### src/rtl/sof_pkg.sv
package sof_pkg;
    localparam int NSRC  = 7;
    localparam int SEL_W = 3;
    localparam logic [SEL_W-1:0] SRC_ZERO = 3'd7;

    localparam int ADDR_START = 0;
    localparam int ADDR_LINK0 = 1;
    localparam int ADDR_TAG   = 8;
    localparam int ADDR_LEN   = 9;
    localparam int ADDR_DIV   = 10;
    localparam int ADDR_MODE  = 11;

    typedef struct packed {
        logic early;
        logic sync_inv;
        logic clk_inv;
    } mode_t;
endpackage

### src/rtl/sof_cfg_regs.sv
module sof_cfg_regs
    import sof_pkg::*;
#(
    parameter int CFG_AW = 4,
    parameter int CFG_DW = 16,
    parameter int DIV_W  = 8,
    parameter int LEN_W  = 3
) (
    input  logic                    clk,
    input  logic                    rst_n,
    input  logic                    we,
    input  logic [CFG_AW-1:0]       addr,
    input  logic [CFG_DW-1:0]       wdata,
    output logic [SEL_W-1:0]        sel_a,
    output logic [SEL_W-1:0]        sel_b,
    output logic [NSRC*SEL_W-1:0]   links,
    output logic [NSRC-1:0]         tag_en,
    output logic [LEN_W-1:0]        frame_len,
    output logic [DIV_W-1:0]        div,
    output mode_t                   mode
);
    typedef struct packed {
        logic [SEL_W-1:0]      sel_a;
        logic [SEL_W-1:0]      sel_b;
        logic [NSRC*SEL_W-1:0] links;
        logic [NSRC-1:0]       tag;
        logic [LEN_W-1:0]      len;
        logic [DIV_W-1:0]      div;
        mode_t                 mode;
    } cfg_t;

    cfg_t cfg_d, cfg_q;
    logic unused_wbits;
    assign unused_wbits = ^wdata;

    always_comb begin
        cfg_d = cfg_q;
        if (we) begin
            if (addr == CFG_AW'(ADDR_START)) begin
                cfg_d.sel_a = wdata[SEL_W-1:0];
                cfg_d.sel_b = wdata[2*SEL_W-1:SEL_W];
            end
            for (int k = 0; k < NSRC; k++) begin
                if (addr == CFG_AW'(ADDR_LINK0 + k))
                    cfg_d.links[k*SEL_W +: SEL_W] = wdata[SEL_W-1:0];
            end
            if (addr == CFG_AW'(ADDR_TAG))  cfg_d.tag  = wdata[NSRC-1:0];
            if (addr == CFG_AW'(ADDR_LEN))  cfg_d.len  = wdata[LEN_W-1:0];
            if (addr == CFG_AW'(ADDR_DIV))  cfg_d.div  = wdata[DIV_W-1:0];
            if (addr == CFG_AW'(ADDR_MODE)) cfg_d.mode = mode_t'(wdata[2:0]);
        end
    end

    always_ff @(posedge clk or negedge rst_n) begin
        if (!rst_n) begin
            cfg_q       <= '0;
            cfg_q.sel_b <= SEL_W'(1);
            cfg_q.links <= {NSRC{SRC_ZERO}};
        end else begin
            cfg_q <= cfg_d;
        end
    end

    assign sel_a     = cfg_q.sel_a;
    assign sel_b     = cfg_q.sel_b;
    assign links     = cfg_q.links;
    assign tag_en    = cfg_q.tag;
    assign frame_len = cfg_q.len;
    assign div       = cfg_q.div;
    assign mode      = cfg_q.mode;
endmodule

### src/rtl/sof_bit_timer.sv
module sof_bit_timer #(
    parameter int DIV_W = 8
) (
    input  logic             clk,
    input  logic             rst_n,
    input  logic             run,
    input  logic [DIV_W-1:0] div,
    output logic             half,
    output logic             slot_end
);
    typedef struct packed {
        logic [DIV_W-1:0] cnt;
        logic             half;
    } tmr_t;

    tmr_t tmr_d, tmr_q;

    always_comb begin
        tmr_d    = tmr_q;
        slot_end = 1'b0;
        if (!run) begin
            tmr_d = '0;
        end else if (tmr_q.cnt == div) begin
            tmr_d.cnt  = '0;
            tmr_d.half = ~tmr_q.half;
            slot_end   = tmr_q.half;
        end else begin
            tmr_d.cnt = tmr_q.cnt + 1'b1;
        end
    end

    always_ff @(posedge clk or negedge rst_n) begin
        if (!rst_n) tmr_q <= '0;
        else        tmr_q <= tmr_d;
    end

    assign half = tmr_q.half;


    timer_idle_clear_chk: assert property (@(posedge clk) disable iff (!rst_n)
        !run |=> (tmr_q.cnt == '0 && !tmr_q.half));
endmodule

### src/rtl/sof_stream.sv
module sof_stream
    import sof_pkg::*;
#(
    parameter int WORD_W = 16,
    parameter int LEN_W  = 3
) (
    input  logic                     clk,
    input  logic                     rst_n,
    input  logic                     launch,
    input  logic                     advance,
    input  logic [SEL_W-1:0]         start_sel,
    input  logic [NSRC*SEL_W-1:0]    links,
    input  logic [NSRC-1:0]          tag_en,
    input  logic [LEN_W-1:0]         frame_len,
    input  logic [NSRC*WORD_W-1:0]   words,
    output logic                     sdata,
    output logic                     last,
    output logic                     done
);
    localparam int NCODE = 1 << SEL_W;
    localparam int BIT_W = $clog2(WORD_W + 1);
    localparam logic [BIT_W-1:0] TAG_POS = BIT_W'(WORD_W);
    localparam logic [BIT_W-1:0] TOP_POS = BIT_W'(WORD_W - 1);

    typedef struct packed {
        logic [SEL_W-1:0] src;
        logic [BIT_W-1:0] bitp;
        logic [LEN_W-1:0] left;
        logic             done;
    } strm_t;

    strm_t st_d, st_q;

    logic [WORD_W-1:0] word_arr [NCODE];
    logic [SEL_W-1:0]  link_arr [NCODE];
    logic              tag_arr  [NCODE];

    for (genvar k = 0; k < NCODE; k++) begin : g_code
        if (k < NSRC) begin : g_src
            assign word_arr[k] = words[k*WORD_W +: WORD_W];
            assign link_arr[k] = links[k*SEL_W +: SEL_W];
            assign tag_arr[k]  = tag_en[k];
        end else begin : g_zero
            assign word_arr[k] = '0;
            assign link_arr[k] = SRC_ZERO;
            assign tag_arr[k]  = 1'b0;
        end
    end

    logic [WORD_W:0] framed;
    assign framed = {1'b1, word_arr[st_q.src]};

    always_comb begin
        st_d = st_q;
        if (launch) begin
            st_d.src  = start_sel;
            st_d.bitp = tag_arr[start_sel] ? TAG_POS : TOP_POS;
            st_d.left = frame_len;
            st_d.done = 1'b0;
        end else if (advance && !st_q.done) begin
            if (st_q.bitp == '0) begin
                if (st_q.left == '0) begin
                    st_d.done = 1'b1;
                end else begin
                    st_d.src  = link_arr[st_q.src];
                    st_d.bitp = tag_arr[link_arr[st_q.src]] ? TAG_POS : TOP_POS;
                    st_d.left = st_q.left - 1'b1;
                end
            end else begin
                st_d.bitp = st_q.bitp - 1'b1;
            end
        end
    end

    always_ff @(posedge clk or negedge rst_n) begin
        if (!rst_n) begin
            st_q      <= '0;
            st_q.done <= 1'b1;
        end else begin
            st_q <= st_d;
        end
    end

    assign sdata = !st_q.done && framed[st_q.bitp];
    assign last  = st_q.done || (st_q.bitp == '0 && st_q.left == '0);
    assign done  = st_q.done;


    bit_range_chk: assert property (@(posedge clk) disable iff (!rst_n)
        st_q.bitp <= TAG_POS);

    launch_src_chk: assert property (@(posedge clk) disable iff (!rst_n)
        launch |=> (!st_q.done && st_q.src == $past(start_sel)));

    done_hold_chk: assert property (@(posedge clk) disable iff (!rst_n)
        (st_q.done && !launch) |=> st_q.done);
endmodule

### src/rtl/serial_chain_fmt.sv
module serial_chain_fmt
    import sof_pkg::*;
#(
    parameter int WORD_W = 16,
    parameter int DIV_W  = 8,
    parameter int LEN_W  = 3,
    parameter int CFG_AW = 4,
    parameter int CFG_DW = 16
) (
    input  logic                   clk,
    input  logic                   rst_n,
    input  logic                   cfg_we,
    input  logic [CFG_AW-1:0]      cfg_addr,
    input  logic [CFG_DW-1:0]      cfg_wdata,
    input  logic [NSRC*WORD_W-1:0] res_words,
    input  logic                   load_stb,
    output logic                   ser_clk,
    output logic                   ser_sync,
    output logic                   ser_a,
    output logic                   ser_b,
    output logic                   overrun
);
    typedef struct packed {
        logic                   busy;
        logic                   first;
        logic                   pre;
        logic                   ovr;
        logic [NSRC*WORD_W-1:0] words;
    } top_t;

    top_t top_d, top_q;

    logic [SEL_W-1:0]      sel_a, sel_b;
    logic [NSRC*SEL_W-1:0] links;
    logic [NSRC-1:0]       tag_en;
    logic [LEN_W-1:0]      frame_len;
    logic [DIV_W-1:0]      div;
    mode_t                 mode;
    logic                  half, slot_end;
    logic                  launch, advance;
    logic                  a_data, a_last, a_done;
    logic                  b_data, b_last, b_done;

    sof_cfg_regs #(
        .CFG_AW(CFG_AW), .CFG_DW(CFG_DW), .DIV_W(DIV_W), .LEN_W(LEN_W)
    ) u_cfg (
        .clk(clk), .rst_n(rst_n), .we(cfg_we), .addr(cfg_addr), .wdata(cfg_wdata),
        .sel_a(sel_a), .sel_b(sel_b), .links(links), .tag_en(tag_en),
        .frame_len(frame_len), .div(div), .mode(mode)
    );

    sof_bit_timer #(.DIV_W(DIV_W)) u_timer (
        .clk(clk), .rst_n(rst_n), .run(top_q.busy), .div(div),
        .half(half), .slot_end(slot_end)
    );

    sof_stream #(.WORD_W(WORD_W), .LEN_W(LEN_W)) u_strm_a (
        .clk(clk), .rst_n(rst_n), .launch(launch), .advance(advance),
        .start_sel(sel_a), .links(links), .tag_en(tag_en), .frame_len(frame_len),
        .words(top_q.words), .sdata(a_data), .last(a_last), .done(a_done)
    );

    sof_stream #(.WORD_W(WORD_W), .LEN_W(LEN_W)) u_strm_b (
        .clk(clk), .rst_n(rst_n), .launch(launch), .advance(advance),
        .start_sel(sel_b), .links(links), .tag_en(tag_en), .frame_len(frame_len),
        .words(top_q.words), .sdata(b_data), .last(b_last), .done(b_done)
    );

    always_comb begin
        top_d   = top_q;
        launch  = 1'b0;
        advance = top_q.busy && slot_end && !top_q.pre;
        if (load_stb) begin
            if (top_q.busy) begin
                top_d.ovr = 1'b1;
            end else begin
                launch      = 1'b1;
                top_d.busy  = 1'b1;
                top_d.first = 1'b1;
                top_d.pre   = mode.early;
                top_d.words = res_words;
            end
        end
        if (top_q.busy && slot_end) begin
            top_d.first = 1'b0;
            top_d.pre   = 1'b0;
            if (!top_q.pre && a_last && b_last) top_d.busy = 1'b0;
        end
    end

    always_ff @(posedge clk or negedge rst_n) begin
        if (!rst_n) top_q <= '0;
        else        top_q <= top_d;
    end

    assign ser_clk  = (top_q.busy & half) ^ mode.clk_inv;
    assign ser_sync = (top_q.busy & top_q.first) ^ mode.sync_inv;
    assign ser_a    = top_q.busy && !top_q.pre && a_data;
    assign ser_b    = top_q.busy && !top_q.pre && b_data;
    assign overrun  = top_q.ovr;


    overrun_sticky_chk: assert property (@(posedge clk) disable iff (!rst_n)
        top_q.ovr |=> top_q.ovr);

    busy_strobe_flag_chk: assert property (@(posedge clk) disable iff (!rst_n)
        (top_q.busy && load_stb) |=> top_q.ovr);

    idle_streams_done_chk: assert property (@(posedge clk) disable iff (!rst_n)
        !top_q.busy |-> (a_done && b_done));

    idle_clock_low_chk: assert property (@(posedge clk) disable iff (!rst_n)
        !top_q.busy |-> !half);
endmodule

### config.mk
export PLATFORM = sky130hd
export DESIGN_NAME = serial_chain_fmt
export DESIGN_NICKNAME = d
export VERILOG_FILES = /design/src/rtl/sof_pkg.sv /design/src/rtl/sof_cfg_regs.sv /design/src/rtl/sof_bit_timer.sv /design/src/rtl/sof_stream.sv /design/src/rtl/serial_chain_fmt.sv
export SDC_FILE = /design/constraint.sdc
export NUM_CORES = 1
export LEC_CHECK = 0
export BUFFER_PORTS_ARGS = -buffer_cell sky130_fd_sc_hd__buf_2
export CORE_AREA = 8 8 174 176
export CTS_CLUSTER_DIAMETER = 120
export DETAILED_ROUTE_END_ITERATION = 16
export DIE_AREA = 0 0 182 184
export SLEW_MARGIN = 30
export SYNTH_ARGS = -nofsm -noshare
export SYNTH_HDL_FRONTEND = slang
export SYNTH_SLANG_ARGS = --single-unit
### constraint.sdc
create_clock -name clk -period 2.65 [get_ports clk]
set_input_delay 0 -clock clk [delete_from_list [all_inputs] [get_ports clk]]
set_output_delay 0 -clock clk [all_outputs]
set_load 0.05 [all_outputs]
==> summary.md, run 1 <==
| Metric | Value |
|---|---|
| Failing checks | hold timing, setup timing |
| Chip Width | approximately 180 um |
| Die Height | 184 um |
| Longest Clk Path Bufs | 2 |
| Final clock skew | 0.0135 ns |
| Startpoint types | flop |
| Vias | about 9,100 |
| Final nets | 1,509 |
| Flop2flop setup slack | -0.05 ns |
| Largest net degree at the start of global routing | just over 100 |
| Vias in the first global route | 9,427 |
| Final period util | 1.07 |
| Critical path required time | 2.65 ns |
| Initial antenna violation count | 1 |
| Worst path cell trace | buf_12, buf_12, mux2i_1, o211ai_1, o21ai_0, mux4_2, mux2i_2, o311a_1, buf_12 |
| Drc violations | 0 |
| Synth warn | 0 |
| Iteration-0 DRC Markers | 689 |
| Post-Syn Area | 10,800 um2 |
| Clock transition at the registers of the reported paths | 0.08 ns |
| Worst Hold Margin | -0.000365 ns |
| Final Hold Fails | 1 |
| Prevailing post-synth register cell | dfrtp_1 |
| Dominant cell type by area after synthesis | dfrtp_1 |
| Worst Slack Setup Final | -0.189 ns |
| Share of flip-flops with an asynchronous set or reset | 1.00 |
| Hold/Removal Path Class | in2async |
| Total GRT Usage | 0.194 |
| Max cap viols | 0 |
| CP endpoint kind | output pin |
| Initial Util | 0.394 |
| LEAKAGE | 0.00652 uW |
| Share of layout cells above drive strength 1 | 0.276 |
| Max H-tree Level | 4 |
| Pwr Total | 10,300 uW |
| Crit Path Category | reg2out |
| Num CTS Buffers | 17 |
| Synth unique cells | 65 |
| Area growth syn-to-layout | 32.0% |
| Critical Path AT | 2.84 ns |
| Cell mode on critical path | buf_12 |
| Most common library cells after synthesis | nand2_1, dfrtp_1, mux2i_1, mux2_2, nor2_1 |
| Seq. cell area | between 4000 and 5000 um2 |
| WL per Instance | roughly 19 um |
| Final wirelength | 32,000 um |
| Final core occ | 0.520 |
| Worst slew pin tran | 0.677 ns |
| Worst-Skew Late Latency | 0.44 ns |
| # fillers | 2,435 |
| Final setup viols | 3 |
| Worst path max stage delay | 0.50 ns |
| Worst relative slew slack | 0.547 |
| Row cnt | 61 |
| EDFF count, synth | 0 |
| Die area | 33,500 um2 |
| GPL Wtd Cong | a little under 0.9 |
| Most frequent cell after synthesis | nand2_1 |
| Status | finished, violations left |
| Drt pass-1 iters | 5 |
| Minimum clock period | roughly 2.8 ns |
| Seq cells post-synth | 197 |
| Global-route wire length before repair | 51,500 um |
| Crit path max fanout | 8 |
| Post-DP HPWL | 21,700 um |
| Syn_nets | 1,243 |
| CTS sink count | 197 |
| Crit-path leading delay family | multiplexers |
| Register area share after synthesis | 0.458 |
| Max Clk Rate | 352 MHz |
| Max Slew Vio Count | 0 |
| ANT nets after route | 0 |
| Core Area | between 20,000 and 30,000 um2 |
| Buf/Inv on CP | 3 |
| Avg Vias per Cell | 5.26 |
| VDD IR-drop max | 0.000330 V |
| I/O pins | around 140 |
| Grt ovf | 0 |
| Share of the synthesized area in the top cell type | 0.400 |
| Power Density | 717 nW/um2 |
| Synthesized area per cell | 9.86 um2 |
| Port bufs | roughly 130 |
| Clock tree root buffer cell | clkbuf_16 |
| CTS tree | done |
| RSZ-0062 raised after global routing | yes |
| Multi-input logic area | around 5600 um2 |
| Synth top area cells | dfrtp_1, nand2_1, mux4_2 |
| Critical path's slowest cell | dfrtp_2 |
| Syn Inst Count | 1,098 |
layer usage:
metal | vias up | global-route usage | wire (um)
met5 | - | 0 | 0
met4 | 0 | 0.0653 | 638
met3 | 46 | 0.0360 | 1570
met2 | 254 | 0.312 | 15400
met1 | 4441 | 0.260 | 14400
li1 | 4322 | - | -
placed cells by master, fill, tap and decap left out, drive strengths merged, types with 16 or more instances in the layout:
master       netlist  routed
mux2i             59      59
dlygate4sd3        0     121
inv               19      25
dfstp             24      24
clkbuf            41      19
o211ai            16      16
mux2              53      53
mux4              44      44
o21ai             43      43
dfrtp            173     173
nor2              46      46
a21oi             22      22
buf               25     190
nand2            386     386
kinds of logic after synthesis:
group                    Yosys count  synth area share
flip-flops                       197             0.458
buffers and inverters             85            0.0369
AO/OA/AOI/OAI                    138            0.0858
adder cells (fa/ha/maj)            9            0.0104
AND/OR/NAND/NOR                  492             0.189
XOR/XNOR                          21            0.0170
multiplexers                     156             0.203
metrics by stage:
step | TNS (ns) | instances | worst slack [ns] | hold WS [ns] | instance area [um2]
6_report | -0.345 | 1724 | -0.189 | -0.000365 | 14300
5_1_grt | -0.592 | 1724 | -0.251 | 0.0168 | 14300
4_1_cts | -0.508 | 1710 | -0.241 | 0.0193 | 14100
3_5_place_dp | 0 | 1544 | 0.0919 | 0.145 | 12000
3_3_place_gp | 0 | 1544 | 0.132 | 0.148 | 12000
2_1_floorplan | 0 | 1098 | 0.134 | -0.296 | 10800
flip-flops by register name, summed over array words and instances (netlist names):
name and count:
overrun 1, top_q 115, u_cfg.div 8, u_cfg.frame_len 3
u_cfg.links 21, u_cfg.mode 3, u_cfg.sel_a 3, u_cfg.sel_b 3
u_cfg.tag_en 7, u_strm_a.done 1, u_strm_a.st_q 11, u_strm_b.done 1
u_strm_b.st_q 11, u_timer.half 1, u_timer.tmr_q 8
worst register-to-register path, stage by stage (launching register included):
cell and delay [ns]:
dfrtp_2 0.50, buf_4 0.20, mux2i_1 0.12, mux4_2 0.54
mux2i_1 0.15, mux4_2 0.55, a31oi_4 0.21, o41ai_1 0.10
a22o_1 0.23
what timing repair did:
action | 4_1_cts | 5_1_grt
setup buffers | 11 | 11
endpoints found under the setup margin | 2 | 8
gates resized for setup | 37 | 18
hold buffers | 121 | 0
hold endpoints to repair | 215 | 0
pin swaps | 14 | 5
gates cloned | 2 | 1
path summary, 6_finish.rpt:
kind	from	end	depth (start not counted)
max	u_strm_a.st_q[9]	ser_a	9
min	rst_n	top_q[62]	2
max reg2reg	u_strm_a.st_q[9]	u_strm_a.st_q[7]	8
min reg2reg	overrun	overrun	1
max in group asynchronous	rst_n	u_strm_b.done	3
min in group clk	cfg_wdata[1]	u_cfg.frame_len[1]	2
area by class of cell:
class,count,share of cell area
Multi-Input combinational cell,816,0.391
Clock inverter,15,0.0131
Timing Repair Buffer,313,0.183
Tap cell,346,0.0303
Clock buffer,17,0.0298
Antenna cell,1,0.000175
Inverter,19,0.00499
Sequential cell,197,0.348
power breakdown:
part	internal (uW)	switching [uW]
Clock	1440	1300
Combinational	1680	1610
Sequential	3620	611
No activity file was read; power rests on OpenSTA's default activity.
==> run 2, diff against run 1 <==
--- a/config.mk
+++ b/config.mk
@@ -6,10 +6,14 @@
 export NUM_CORES = 1
 export LEC_CHECK = 0
 export BUFFER_PORTS_ARGS = -buffer_cell sky130_fd_sc_hd__buf_2
-export CORE_AREA = 8 8 174 176
+export CELL_PAD_IN_SITES_DETAIL_PLACEMENT = 1
+export CELL_PAD_IN_SITES_GLOBAL_PLACEMENT = 2
+export CORE_AREA = 8 8 181 183
 export CTS_CLUSTER_DIAMETER = 120
 export DETAILED_ROUTE_END_ITERATION = 16
-export DIE_AREA = 0 0 182 184
+export DIE_AREA = 0 0 189 191
+export MAX_ROUTING_LAYER = met4
+export PLACE_DENSITY_LB_ADDON = 0.1
 export SLEW_MARGIN = 30
 export SYNTH_ARGS = -nofsm -noshare
 export SYNTH_HDL_FRONTEND = slang
==> run 2 against run 1 <==
Effect of this change: the flow finishes with violations (setup timing); first-iteration DRC count decreased by 32%; clock skew about the same; global-route usage increased by 1.1 points; clock-buffer cell count increased by 2; via count increased by 0.64%; fmax decreased by 2.1%; cell area increased by 0.41%; sequential power about the same; non-clock buffer count increased by 16; die area increased by 7.8%; critical endpoint unchanged; sequential share of layout area decreased by 0.15 points.
==> summary.md, run 2 (same netlist as run 1, synthesis figures left out) <==
| Metric | Value |
|---|---|
| Share of layout cells above drive strength 1 | 0.284 |
| I/O pins | 141 |
| Drc violations | 0 |
| VDD IR-drop max | 0.000460 V |
| CP startpoint | u_strm_a.st_q[9] |
| Dpl cells | between 1,500 and 2,000 |
| Final Hold Fails | 0 |
| Final period util | 1.09 |
| GPL Wtd Cong | 0.830 |
| Iteration-0 DRC Markers | ~470 |
| Vias | 9,121 |
| ANT nets after route | 0 |
| Flop2flop setup slack | -0.01 ns |
| Worst Slack Setup Final | -0.249 ns |
| Row cnt | 64 |
| Min-delay src | cfg_wdata[2] |
| Worst relative slew slack | 0.520 |
| Hold/Removal Path Class | in2reg |
| Minimum clock period | 2.90 ns |
| Area growth syn-to-layout | 32.6% |
| Max cap viols | 0 |
| Global-route wire length before repair | approximately 57,000 um |
| CTS sink count | 197 |
| Final clock skew | around 0.014 ns |
| Cell area reported after detailed placement | 12,200 um2 |
| LEAKAGE | roughly 0.0065 uW |
| Total GRT Usage | 0.205 |
| Initial Util | 0.360 |
| Biggest regs | top_q: 115 flops, u_cfg.links: 21 flops |
| Crit. path cell count | 7 |
| Die Height | 191 um |
| TNS Setup | -0.429 ns |
| Critical path's slowest cell | mux4_2 |
| Drt pass-1 iters | 4 |
| Max H-tree Level | 4 |
| Biggest register | top_q |
| Core Area | roughly 30,000 um2 |
| Largest net degree at the start of global routing | between 100 and 150 |
| FF-to-FF Start | u_strm_a.st_q[9] |
| Avg Vias per Cell | 5.10 |
| Chip Width | approximately 190 um |
| Worst Hold Margin | 0.0180 ns |
| Crit Path Category | reg2out |
| Vias in the first global route | 9,793 |
| Startpoint types | flop |
| Most frequent cells in the layout | nand2_1, dfrtp_1, buf_2 |
| Max Clk Rate | 345 MHz |
| Worst path max stage delay | about 0.55 ns |
| Post-DP HPWL | ~25,000 um |
| Crit-path leading delay family | multiplexers |
| Pwr Total | 10,300 uW |
| Power Density | 716 nW/um2 |
| Crit path max fanout | 12 |
| WL per Instance | 19.8 um |
| Grt ovf | 0 |
| Worst slew pin tran | slightly above 0.7 ns |
| CP endpoint kind | output pin |
| Hold path depth | 2 |
| Port bufs | 132 |
| Worst-Skew Late Latency | 0.44 ns |
| Clock transition at the registers of the reported paths | 0.08 ns |
| Final setup viols | 3 |
| Commonest non-fill, non-tap cell in the layout | nand2_1 |
| Num CTS Buffers | 17 |
| Max Slew Vio Count | 0 |
| Status | finished, violations left |
| RSZ-0062 raised after global routing | yes |
| R2r worst-path depth | 8 |
| Buf/Inv on CP | 2 |
| Post-route cell area | 14,300 um2 |
| Longest Clk Path Bufs | 2 |
| Final nets | 1,525 |
| Final wirelength | between 30,000 and 40,000 um |
| Critical path required time | 2.65 ns |
| Initial antenna violation count | 1 |
| Clock tree root buffer cell | clkbuf_16 |
| Largest register FFs | 115 |
| Worst path cell trace | buf_12, mux4_2, mux4_2, o31ai_1, a21oi_1, o311a_4, buf_12 |
| CTS tree | done |
| Fin cells | 1,790 |
| Failing checks | setup timing |
| Critical Path AT | 2.90 ns |
| Die area | 36,100 um2 |
-- run 2: layout make-up --
class,count,area [um2]
repair buffers,329,2660
multi-input cells,816,5580
diodes,1,2.50
clock inverters,13,133
well taps,396,495
fillers,3376,15700
inverters,19,71.3
flip-flops and latches,197,4960
clock buffers,19,443
-- run 2: power breakdown --
group | switching (uW) | internal, uW
registers | 637 | 3620
logic | 1680 | 1710
clock network | 1340 | 1280
-- run 2: final timing paths --
| path | endpoint |
|---|---|
| worst min-delay path | u_cfg.div[2] |
| worst min register to register | overrun |
| min in group asynchronous | overrun |
| max in group asynchronous | u_cfg.links[13] |
| worst max register to register | u_strm_a.st_q[7] |
| worst max-delay path | ser_a |
-- run 2: per-stage QoR --
step,util,worst slack (ns)
2_1_floorplan,-,0.134
3_3_place_gp,0.406,0.0486
3_5_place_dp,0.406,0.0141
4_1_cts,0.473,-0.288
5_1_grt,0.478,-0.321
6_report,0.478,-0.249
-- run 2: timing repair --
item	CTS	global route
gates cloned	1	0
setup endpoints to repair	2	8
pin swaps	8	6
endpoints found under the hold margin	191	0
gates resized for setup	33	22
hold buffers	120	0
setup buffers	12	11
-- run 2: per-layer routing --
metal | up-vias | global-route usage | part of all wire | wire (um)
met3 | 25 | 0.0277 | 0.031 | 1120
met4 | 0 | 0.0403 | 0.0099 | 352
met2 | 179 | 0.324 | 0.48 | 17000
met5 | - | - | 0 | 0
li1 | 4351 | - | - | -
met1 | 4566 | 0.281 | 0.48 | 17100
